[src/rtl/icap_pkg.sv]
package icap_pkg;
  typedef enum logic [2:0] {
    MODE_OFF   = 3'b000,
    MODE_BOTH  = 3'b001,
    MODE_FALL  = 3'b010,
    MODE_RISE  = 3'b011,
    MODE_DIV4  = 3'b100,
    MODE_DIV16 = 3'b101,
    MODE_RSV6  = 3'b110,
    MODE_RSV7  = 3'b111
  } cap_mode_e;
endpackage

[src/rtl/icap_edge.sv]
module icap_edge
  import icap_pkg::*;
#(
  parameter int SYNC_STAGES = 2,
  parameter int DIV_LO      = 4,
  parameter int DIV_HI      = 16
) (
  input  logic      clk_i,
  input  logic      rst_ni,
  input  logic      pin_i,
  input  cap_mode_e mode_i,
  input  logic      clr_i,
  output logic      evt_o
);
  localparam int PS_W = $clog2(DIV_HI);

  logic [SYNC_STAGES-1:0] sync_q;
  logic                   prev_q;
  logic [PS_W-1:0]        ps_q, ps_lim;
  logic                   lvl, rise, fall, ps_mode, ps_hit;

  always_ff @(posedge clk_i or negedge rst_ni) begin
    if (!rst_ni) begin
      sync_q <= '0;
      prev_q <= 1'b0;
    end else begin
      sync_q <= {sync_q[SYNC_STAGES-2:0], pin_i};
      prev_q <= sync_q[SYNC_STAGES-1];
    end
  end

  assign lvl     = sync_q[SYNC_STAGES-1];
  assign rise    = lvl & ~prev_q;
  assign fall    = ~lvl & prev_q;
  assign ps_mode = (mode_i == MODE_DIV4) || (mode_i == MODE_DIV16);
  assign ps_lim  = (mode_i == MODE_DIV4) ? PS_W'(DIV_LO - 1) : PS_W'(DIV_HI - 1);
  assign ps_hit  = rise && (ps_q == ps_lim);

  always_ff @(posedge clk_i or negedge rst_ni) begin
    if (!rst_ni)               ps_q <= '0;
    else if (clr_i)            ps_q <= '0;
    else if (ps_mode && rise)  ps_q <= ps_hit ? '0 : ps_q + 1'b1;
  end

  always_comb begin
    unique case (mode_i)
      MODE_BOTH:              evt_o = rise | fall;
      MODE_FALL:              evt_o = fall;
      MODE_RISE:              evt_o = rise;
      MODE_DIV4, MODE_DIV16:  evt_o = ps_hit;
      default:                evt_o = 1'b0;
    endcase
  end
endmodule

[src/rtl/icap_fifo.sv]
module icap_fifo #(
  parameter int W     = 16,
  parameter int DEPTH = 4,
  localparam int PW   = (DEPTH > 1) ? $clog2(DEPTH) : 1,
  localparam int CW   = $clog2(DEPTH + 1)
) (
  input  logic          clk_i,
  input  logic          rst_ni,
  input  logic          clr_i,
  input  logic          push_i,
  input  logic [W-1:0]  data_i,
  input  logic          pop_i,
  output logic          push_ok_o,
  output logic [W-1:0]  head_o,
  output logic [CW-1:0] cnt_o
);
  logic [W-1:0]  mem_q [DEPTH];
  logic [PW-1:0] wr_q, rd_q;
  logic [CW-1:0] cnt_q;
  logic          pop_ok;

  assign pop_ok    = pop_i && (cnt_q != '0);
  assign push_ok_o = push_i && ((cnt_q != CW'(DEPTH)) || pop_ok);

  function automatic logic [PW-1:0] nxt(input logic [PW-1:0] p);
    return (p == PW'(DEPTH - 1)) ? '0 : p + 1'b1;
  endfunction

  always_ff @(posedge clk_i or negedge rst_ni) begin
    if (!rst_ni) begin
      wr_q  <= '0;
      rd_q  <= '0;
      cnt_q <= '0;
    end else if (clr_i) begin
      wr_q  <= '0;
      rd_q  <= '0;
      cnt_q <= '0;
    end else begin
      if (push_ok_o) wr_q <= nxt(wr_q);
      if (pop_ok)    rd_q <= nxt(rd_q);
      if (push_ok_o && !pop_ok)      cnt_q <= cnt_q + 1'b1;
      else if (!push_ok_o && pop_ok) cnt_q <= cnt_q - 1'b1;
    end
  end

  for (genvar g = 0; g < DEPTH; g++) begin : g_slot
    always_ff @(posedge clk_i or negedge rst_ni) begin
      if (!rst_ni)                                  mem_q[g] <= '0;
      else if (!clr_i && push_ok_o && wr_q == PW'(g)) mem_q[g] <= data_i;
    end
  end

  assign head_o = mem_q[rd_q];
  assign cnt_o  = cnt_q;
endmodule

[src/rtl/icap_irq.sv]
module icap_irq #(
  parameter int TW = 2
) (
  input  logic          clk_i,
  input  logic          rst_ni,
  input  logic          clr_i,
  input  logic          inc_i,
  input  logic [TW-1:0] thr_i,
  output logic          irq_o
);
  logic [TW-1:0] cnt_q;
  logic          hit;

  assign hit = inc_i && (cnt_q == thr_i);

  always_ff @(posedge clk_i or negedge rst_ni) begin
    if (!rst_ni) begin
      cnt_q <= '0;
      irq_o <= 1'b0;
    end else begin
      irq_o <= hit && !clr_i;
      if (clr_i)      cnt_q <= '0;
      else if (hit)   cnt_q <= '0;
      else if (inc_i) cnt_q <= cnt_q + 1'b1;
    end
  end
endmodule

[src/rtl/icap_unit.sv]
module icap_unit
  import icap_pkg::*;
#(
  parameter int TW    = 16,
  parameter int DEPTH = 4,
  parameter int IRQ_W = 2,
  localparam int CNT_W = $clog2(DEPTH + 1)
) (
  input  logic             clk_i,
  input  logic             rst_ni,
  input  logic             pin_i,
  input  logic             cfg_we_i,
  input  logic [2:0]       cfg_mode_i,
  input  logic             cfg_tsel_i,
  input  logic [IRQ_W-1:0] cfg_irqn_i,
  input  logic [TW-1:0]    tmr_a_i,
  input  logic [TW-1:0]    tmr_b_i,
  input  logic             rd_i,
  output logic [TW-1:0]    rd_data_o,
  output logic             not_empty_o,
  output logic             ovf_o,
  output logic             irq_o
);
  cap_mode_e        mode_q;
  logic             tsel_q;
  logic [IRQ_W-1:0] irqn_q;
  logic             evt, cap, push_ok, off_clr;
  logic [TW-1:0]    stamp;
  logic [CNT_W-1:0] fifo_cnt;

  always_ff @(posedge clk_i or negedge rst_ni) begin
    if (!rst_ni) begin
      mode_q <= MODE_OFF;
      tsel_q <= 1'b0;
      irqn_q <= '0;
    end else if (cfg_we_i) begin
      mode_q <= cap_mode_e'(cfg_mode_i);
      tsel_q <= cfg_tsel_i;
      irqn_q <= cfg_irqn_i;
    end
  end

  icap_edge #(.SYNC_STAGES(2), .DIV_LO(4), .DIV_HI(16)) i_edge (
    .clk_i, .rst_ni, .pin_i,
    .mode_i (mode_q),
    .clr_i  (cfg_we_i),
    .evt_o  (evt)
  );

  // capture is dropped in the cycle of a configuration write
  assign cap     = evt && !cfg_we_i;
  assign stamp   = tsel_q ? tmr_b_i : tmr_a_i;
  assign off_clr = cfg_we_i && (cfg_mode_i == MODE_OFF);

  icap_fifo #(.W(TW), .DEPTH(DEPTH)) i_fifo (
    .clk_i, .rst_ni,
    .clr_i     (off_clr),
    .push_i    (cap),
    .data_i    (stamp),
    .pop_i     (rd_i),
    .push_ok_o (push_ok),
    .head_o    (rd_data_o),
    .cnt_o     (fifo_cnt)
  );

  always_ff @(posedge clk_i or negedge rst_ni) begin
    if (!rst_ni)              ovf_o <= 1'b0;
    else if (off_clr)         ovf_o <= 1'b0;
    else if (cap && !push_ok) ovf_o <= 1'b1;
  end

  assign not_empty_o = (fifo_cnt != '0);

  icap_irq #(.TW(IRQ_W)) i_irq (
    .clk_i, .rst_ni,
    .clr_i (cfg_we_i),
    .inc_i (push_ok),
    .thr_i (irqn_q),
    .irq_o
  );
endmodule

[config.mk]
export PLATFORM = sky130hd
export DESIGN_NAME = icap_unit
export DESIGN_NICKNAME = d
export VERILOG_FILES = /design/src/rtl/icap_pkg.sv /design/src/rtl/icap_edge.sv /design/src/rtl/icap_fifo.sv /design/src/rtl/icap_irq.sv /design/src/rtl/icap_unit.sv
export SDC_FILE = /design/constraint.sdc
export NUM_CORES = 1
export LEC_CHECK = 0
export BUFFER_PORTS_ARGS = -buffer_cell sky130_fd_sc_hd__buf_2
export CAP_MARGIN = 20
export CORE_ASPECT_RATIO = 2
export CORE_MARGIN = 10
export CORE_UTILIZATION = 60
export DETAILED_ROUTE_END_ITERATION = 8
export GPL_ROUTABILITY_DRIVEN = 0
export PLACE_DENSITY_LB_ADDON = 0.08
export SLEW_MARGIN = 20
export SYNTH_ARGS = -nofsm -noshare
export SYNTH_HDL_FRONTEND = slang
export SYNTH_SLANG_ARGS = --single-unit
[constraint.sdc]
create_clock -name clk_i -period 6.64 [get_ports clk_i]
set_clock_uncertainty 0.1 [all_clocks]
set_input_delay 1.328 -clock clk_i [delete_from_list [all_inputs] [get_ports clk_i]]
set_output_delay 1.328 -clock clk_i [all_outputs]
set_load 0.005 [all_outputs]
Yosys cells after proc, flatten, opt, wreduce, memory -nomap -nowiden

Index checks and enable logic that the tools add are counted.

Bits in registers: 88
Bits in latches: 0
RAM bits: 0
Memory bits (read-only): 0
Bits of input ports: 43
Logic and storage cells: 96
Memories: 0

Add/sub/neg operators: 6
$mul: 0
Divide/modulo/power cells: 0
$lt $le $gt $ge: 1
Equal/unequal tests: 12
Shift-type cells: 0
Muxes and demuxes: 23
Bitwise logic cells: 6
Reduce and logical (&&, ||, !) cells: 32

Operators by type and width:

| operator            | count |
|---|---|
| $mux 16             | 3 |
| $bmux 16 s2         | 1 |
| $mux 2              | 9 |
| $logic_and 1x1->1   | 16 |
| $mux 4              | 4 |
| $mux 3              | 3 |
| $reduce_bool 3->1   | 3 |
| $reduce_bool 2->1   | 4 |
| $add 2x1->2 const B | 3 |
| $eq 2x2->1 const B  | 3 |
| $eq 3x2->1 const B  | 2 |
| $eq 3x3->1 const B  | 2 |
| $add 4x1->4 const B | 1 |
| $eq 4x4->1          | 1 |
| $logic_not 1->1     | 4 |
| $pmux 1 s4          | 1 |
| $add 3x1->3 const B | 1 |
| $eq 3x1->1 const B  | 1 |
| $ge 3x3->1 const B  | 1 |
| $logic_not 3->1     | 1 |
| $ne 3x3->1 const B  | 1 |
| $not 2->3           | 1 |
| $sub 3x1->3 const B | 1 |
| $and 1x1->1         | 2 |
| 8 further kinds     | 11 |

Depth between registers and ports, before layout

Word-level depth: 12
Mapped depth: 11
Depth with buffers taken out: 10

Hierarchy

From an unflattened synthesis, not the netlist that was laid out.

Cells, all modules: 296
Area total of the unflattened synthesis: 4461.8 µm²

By module, submodules not included:

| module    | times used | cells each | area an instance (µm²) |
|---|---|---|---|
| icap_fifo | 1          | 207        | 3440.8 |
| icap_unit | 1          | 38         | 503.0 |
| icap_edge | 1          | 35         | 362.8 |
| icap_irq  | 1          | 16         | 155.1 |

Worst setup path before layout

OpenSTA, ideal clock, no wires.

Kind: input -> register
Start point: input port rd_i
End point: register i_fifo.cnt_q[2] (netlist: i_fifo.cnt_o[2])
Arrival: 3.375 ns
Required time: 6.462 ns
Path slack: 3.087 ns
Stages on the path: 9
Path buffers: 1
Cells stage by stage: or4b_1 > nand2b_1 > buf_2 > a21oi_2 > ha_1 > fa_1 > xnor2_1 > or3_1 > a21oi_1

Word-level cells in the longest chain between the ends: 6
Elaborated cells on any way between the ends: 10
Classes of those cells: mux (2); reduce/logical (8)

RTL lines:

| what                                                 | line                             | RTL |
|---|---|---|
| start: declaration                                   | icap_unit.sv:18                  | `input logic rd_i,` |
| $logic_and 1x1->1 (*)                                | icap_fifo.sv:22                  | `assign pop_ok = pop_i && (cnt_q != '0);` |
| $logic_or 1x1->1                                     | icap_fifo.sv:23                  | `assign push_ok_o = push_i && ((cnt_q != CW'(DEPTH)) \|\| pop_ok);` |
| $logic_and 1x1->1                                    | icap_fifo.sv:23                  |  |
| $logic_and 1x1->1 or $logic_not 1->1 (tied branches) | icap_fifo.sv:41, icap_fifo.sv:42 |  |
| $mux 3 or $logic_and 1x1->1 (tied branches)          | icap_fifo.sv:41, icap_fifo.sv:42 |  |
| $mux 3 or $reduce_bool 3->1 (tied branches)          | n/a                              |  |
| end signal: assignment                               | icap_fifo.sv:41                  | `if (push_ok_o && !pop_ok) cnt_q <= cnt_q + 1'b1;` |
| end signal: assignment                               | icap_fifo.sv:42                  | `else if (!push_ok_o && pop_ok) cnt_q <= cnt_q - 1'b1;` |
| end: declaration                                     | icap_fifo.sv:19                  | `logic [CW-1:0] cnt_q;` |

Mark *: on every way between the ends. The rest lies on a longest branch, timed or not.
A chain may end at the register's enable or synchronous reset.

Worst setup path after layout

Same ends and word-level chain as after synthesis.

==> impl_metrics.csv <==
group,metric,value,unit
outcome,status,"complete, no violations",
floorplanning,rows,44,
clock_tree,clk_latency,340,ps
setup_path,crit_type,"in2reg",
synthesis,yosys_warnings,0,
setup_path,critPathCaptureType,"flip-flop",
clock_tree,clockBufferDepth,2,
floorplanning,fp.dieW,81.1,um
finish,syn_to_final_growth,15.0,%
synthesis,synth_area_leaders,"dfrtp_1, mux2_4, mux2_2, mux4_2, ha_1",
timing,setup_viol,0,
detailed_routing,ant_nets,0,
global_route,grt_use_total,16.7,%
setup_path,crit_path_max_fanout,6,
finish,regArea,2200,um2
floorplanning,start_util,61.7,%
detailed_routing,drt-wirelength-per-cell,19.2,um
setup_path,cp.required,6800,ps
synthesis,synth-edff-count,0,
clock_tree,cts_tree,"built",
clock_tree,cts-buffers-inserted,9,
worst_hold_path,min-delay-path-class,"reg2reg",
pwr,power_density,425,nW/um2
timing,fmax,0.280,GHz
synthesis,synth_common_cells,"dfrtp_1, mux2_2, mux2_4, mux4_2",
floorplanning,fp.dieArea,11500,um2
detailed_routing,drt_iter0_markers,141,
synthesis,yosys_register_bits,88,
place,numPortBuffers,61,
place,place_area,4840,um2
detailed_routing,wl_met1,3.42,mm
place,post-dp-hpwl,6.30,mm
setup_path,cp-start-kind,"input port",
detailed_routing,drc_errors,0,
floorplanning,core_area,7270,um2
place,dpl.cell_count,445,
synthesis,yosysMostFrequentCell,"dfrtp_1",
floorplanning,die_h,142,um
worst_hold_path,hold_path_depth,0,
detailed_routing,wl_met2,4.94,mm
synthesis,netlist_instances,300,
clock_tree,h-tree-depth,3,
finish,diodes,0,
finish,drive_above_1_share,51.6,%
timing,fin_crit,3570,ps
clock_tree,cts_sinks,88,
detailed_routing,first_pass_iters,4,
clock_tree,hold_buffers,0,
finish,fin_util,71.0,%
detailed_routing,vias,2627,
global_route,grt_pass1_vias,2917,
global_route,grt_max_degree,63,
synthesis,synth_ff_type,"dfrtp_1",
detailed_routing,vias_per_cell,5.69,
setup_path,reg2regPathDepth,10,
synthesis,avgSynthCellArea,14.9,um2
synthesis,synth_top_area_share,49.1,%
detailed_routing,highest_layer,"met4",
clock_tree,cts_resized,0,
global_route,grt_pass1_wl,14.8,mm
global_route,antenna_found_initial,0,
clock_tree,root_buffer,"clkbuf_16",
timing,worst_pin_slew,868,ps
finish,postLayoutCellArea,5160,um2
timing,rsz0062_at_grt,"false",
run,max-cap-violations,0,
pwr,p_leak,2.33,nW
pwr,peakVddDrop,0.213,mV
floorplanning,io_pins,62,
detailed_routing,routed-wl-met3,364,um
synthesis,syn_nets,353,
synthesis,synthesis.area,4480,um2
finish,multi_input_area,2130,um2
timing,slew_violations,0,
setup_path,critPathArrivalTime,3740,ps
synthesis,synthArstFlopShare,100,%
clock_tree,postCtsSetupBuffers,0,
timing,finalHoldViolCount,0,
synthesis,synth.distinct_cells,37,
timing,fin_setup_tns,0,ps
finish,final_nets,418,
timing,post-route-period-util,53.8,%
timing,slew_headroom,42.2,%
synthesis,yosys.area.top_type,"dfrtp_1",
finish,fill_cells,533,
global_route,grt_overflow,0,
clock_tree,path_clk_slew,60,ps
finish,finalNonFillerCells,462,
detailed_routing,wl,8.86,mm
synthesis,ys_seq_area_share,49.1,%
## power by group
group | switching, mW | internal [mW] | total, mW
Sequential | 0.164 | 0.759 | 0.923
Clock | 0.195 | 0.312 | 0.508
Combinational | 0.263 | 0.500 | 0.763
Total | 0.621 | 1.57 | 2.19
## path summary, 6_finish.rpt
check	startpoint	to	slack (ps)
min reg2reg	i_edge.sync_q[0]	i_edge.sync_q[1]	260
min	i_edge.sync_q[0]	i_edge.sync_q[1]	260
max reg2reg	i_edge.prev_q	i_fifo.cnt_o[2]	3660
min in group asynchronous	rst_ni	i_fifo.mem_q[38]	790
max in group asynchronous	rst_ni	i_fifo.mem_q[5]	4570
max	rd_i	i_fifo.cnt_o[2]	3070
## cells by family (layout without fill, tap and decap cells)
family / Yosys count / after routing / share of synthesized area, %
buf+inv: 26 / 96 / 3.49
flops: 88 / 88 / 49.1
simple gates: 39 / 39 / 4.58
mux: 107 / 107 / 34.2
xor+xnor: 4 / 4 / 0.781
fa+ha+maj: 10 / 10 / 2.96
compound gates: 26 / 26 / 4.94
## flip-flops by register name (all words and copies together) (netlist names), 2 cells and up
register and cells:
i_edge.sync_q 2, mode_q 3, i_fifo.cnt_o 3, i_irq.cnt_q 2, i_fifo.wr_q 2, i_edge.ps_q 4, i_fifo.rd_q 2, irqn_q 2
i_fifo.mem_q 64
## worst max-delay path, stage by stage
cell,delay (ps)
buf_2,110
or4b_1,490
nand2b_1,380
a21oi_2,160
ha_1,280
fa_1,380
xnor2_1,140
or3_1,320
a21oi_1,140
## routing by layer
layer	vias to the layer above	track usage [%]
li1	1216	-
met1	1357	18.4
met2	44	29.3
met3	10	4.24
met4	0	6.87
met5	-	0
## final cells by class
| type | instances | area share [%] |
|---|---|---|
| Clock buffer | 14 | 5.12 |
| Clock inverter | 2 | 0.728 |
| Inverter | 12 | 0.873 |
| Multi-Input combinational cell | 186 | 41.2 |
| Sequential cell | 88 | 42.7 |
| Tap cell | 92 | 2.23 |
| Timing Repair Buffer | 68 | 7.13 |
## cells in the final DEF, fill, tap and decap left out, drive strengths merged
| master | synthesis | layout |
|---|---|---|
| ha | 9 | 9 |
| nand4b | 1 | 1 |
| a311o | 1 | 1 |
| or3 | 5 | 5 |
| nor2b | 1 | 1 |
| nor2 | 6 | 6 |
| mux4 | 16 | 16 |
| a31oi | 1 | 1 |
| bufinv | 0 | 1 |
| o21ai | 4 | 4 |
| xnor2 | 1 | 1 |
| nor4b | 1 | 1 |
| and2 | 1 | 1 |
| dfrtp | 88 | 88 |
| fa | 1 | 1 |
| nand3 | 4 | 4 |
| a21oi | 9 | 9 |
| or2 | 2 | 2 |
| nor3b | 2 | 2 |
| inv | 12 | 12 |
| a211oi | 4 | 4 |
| or4b | 1 | 1 |
| o21bai | 1 | 1 |
| mux2i | 3 | 3 |
| nand2b | 3 | 3 |
| buf | 8 | 68 |
| xor2 | 3 | 3 |
| clkinvlp | 0 | 1 |
| nand2 | 12 | 12 |
| clkbuf | 6 | 14 |
| a21o | 3 | 3 |
| mux2 | 88 | 88 |
| a211o | 3 | 3 |
## per-stage QoR
stage	setup slack (ps)	total power, mW	hold slack [ps]
after floorplan	3090	1.46	231
after global placement	2780	1.67	245
after detailed placement	2710	1.71	248
after CTS	3060	2.22	265
after global routing	2930	2.33	269
final	3070	2.19	262
(Power assumes the default switching activity.)
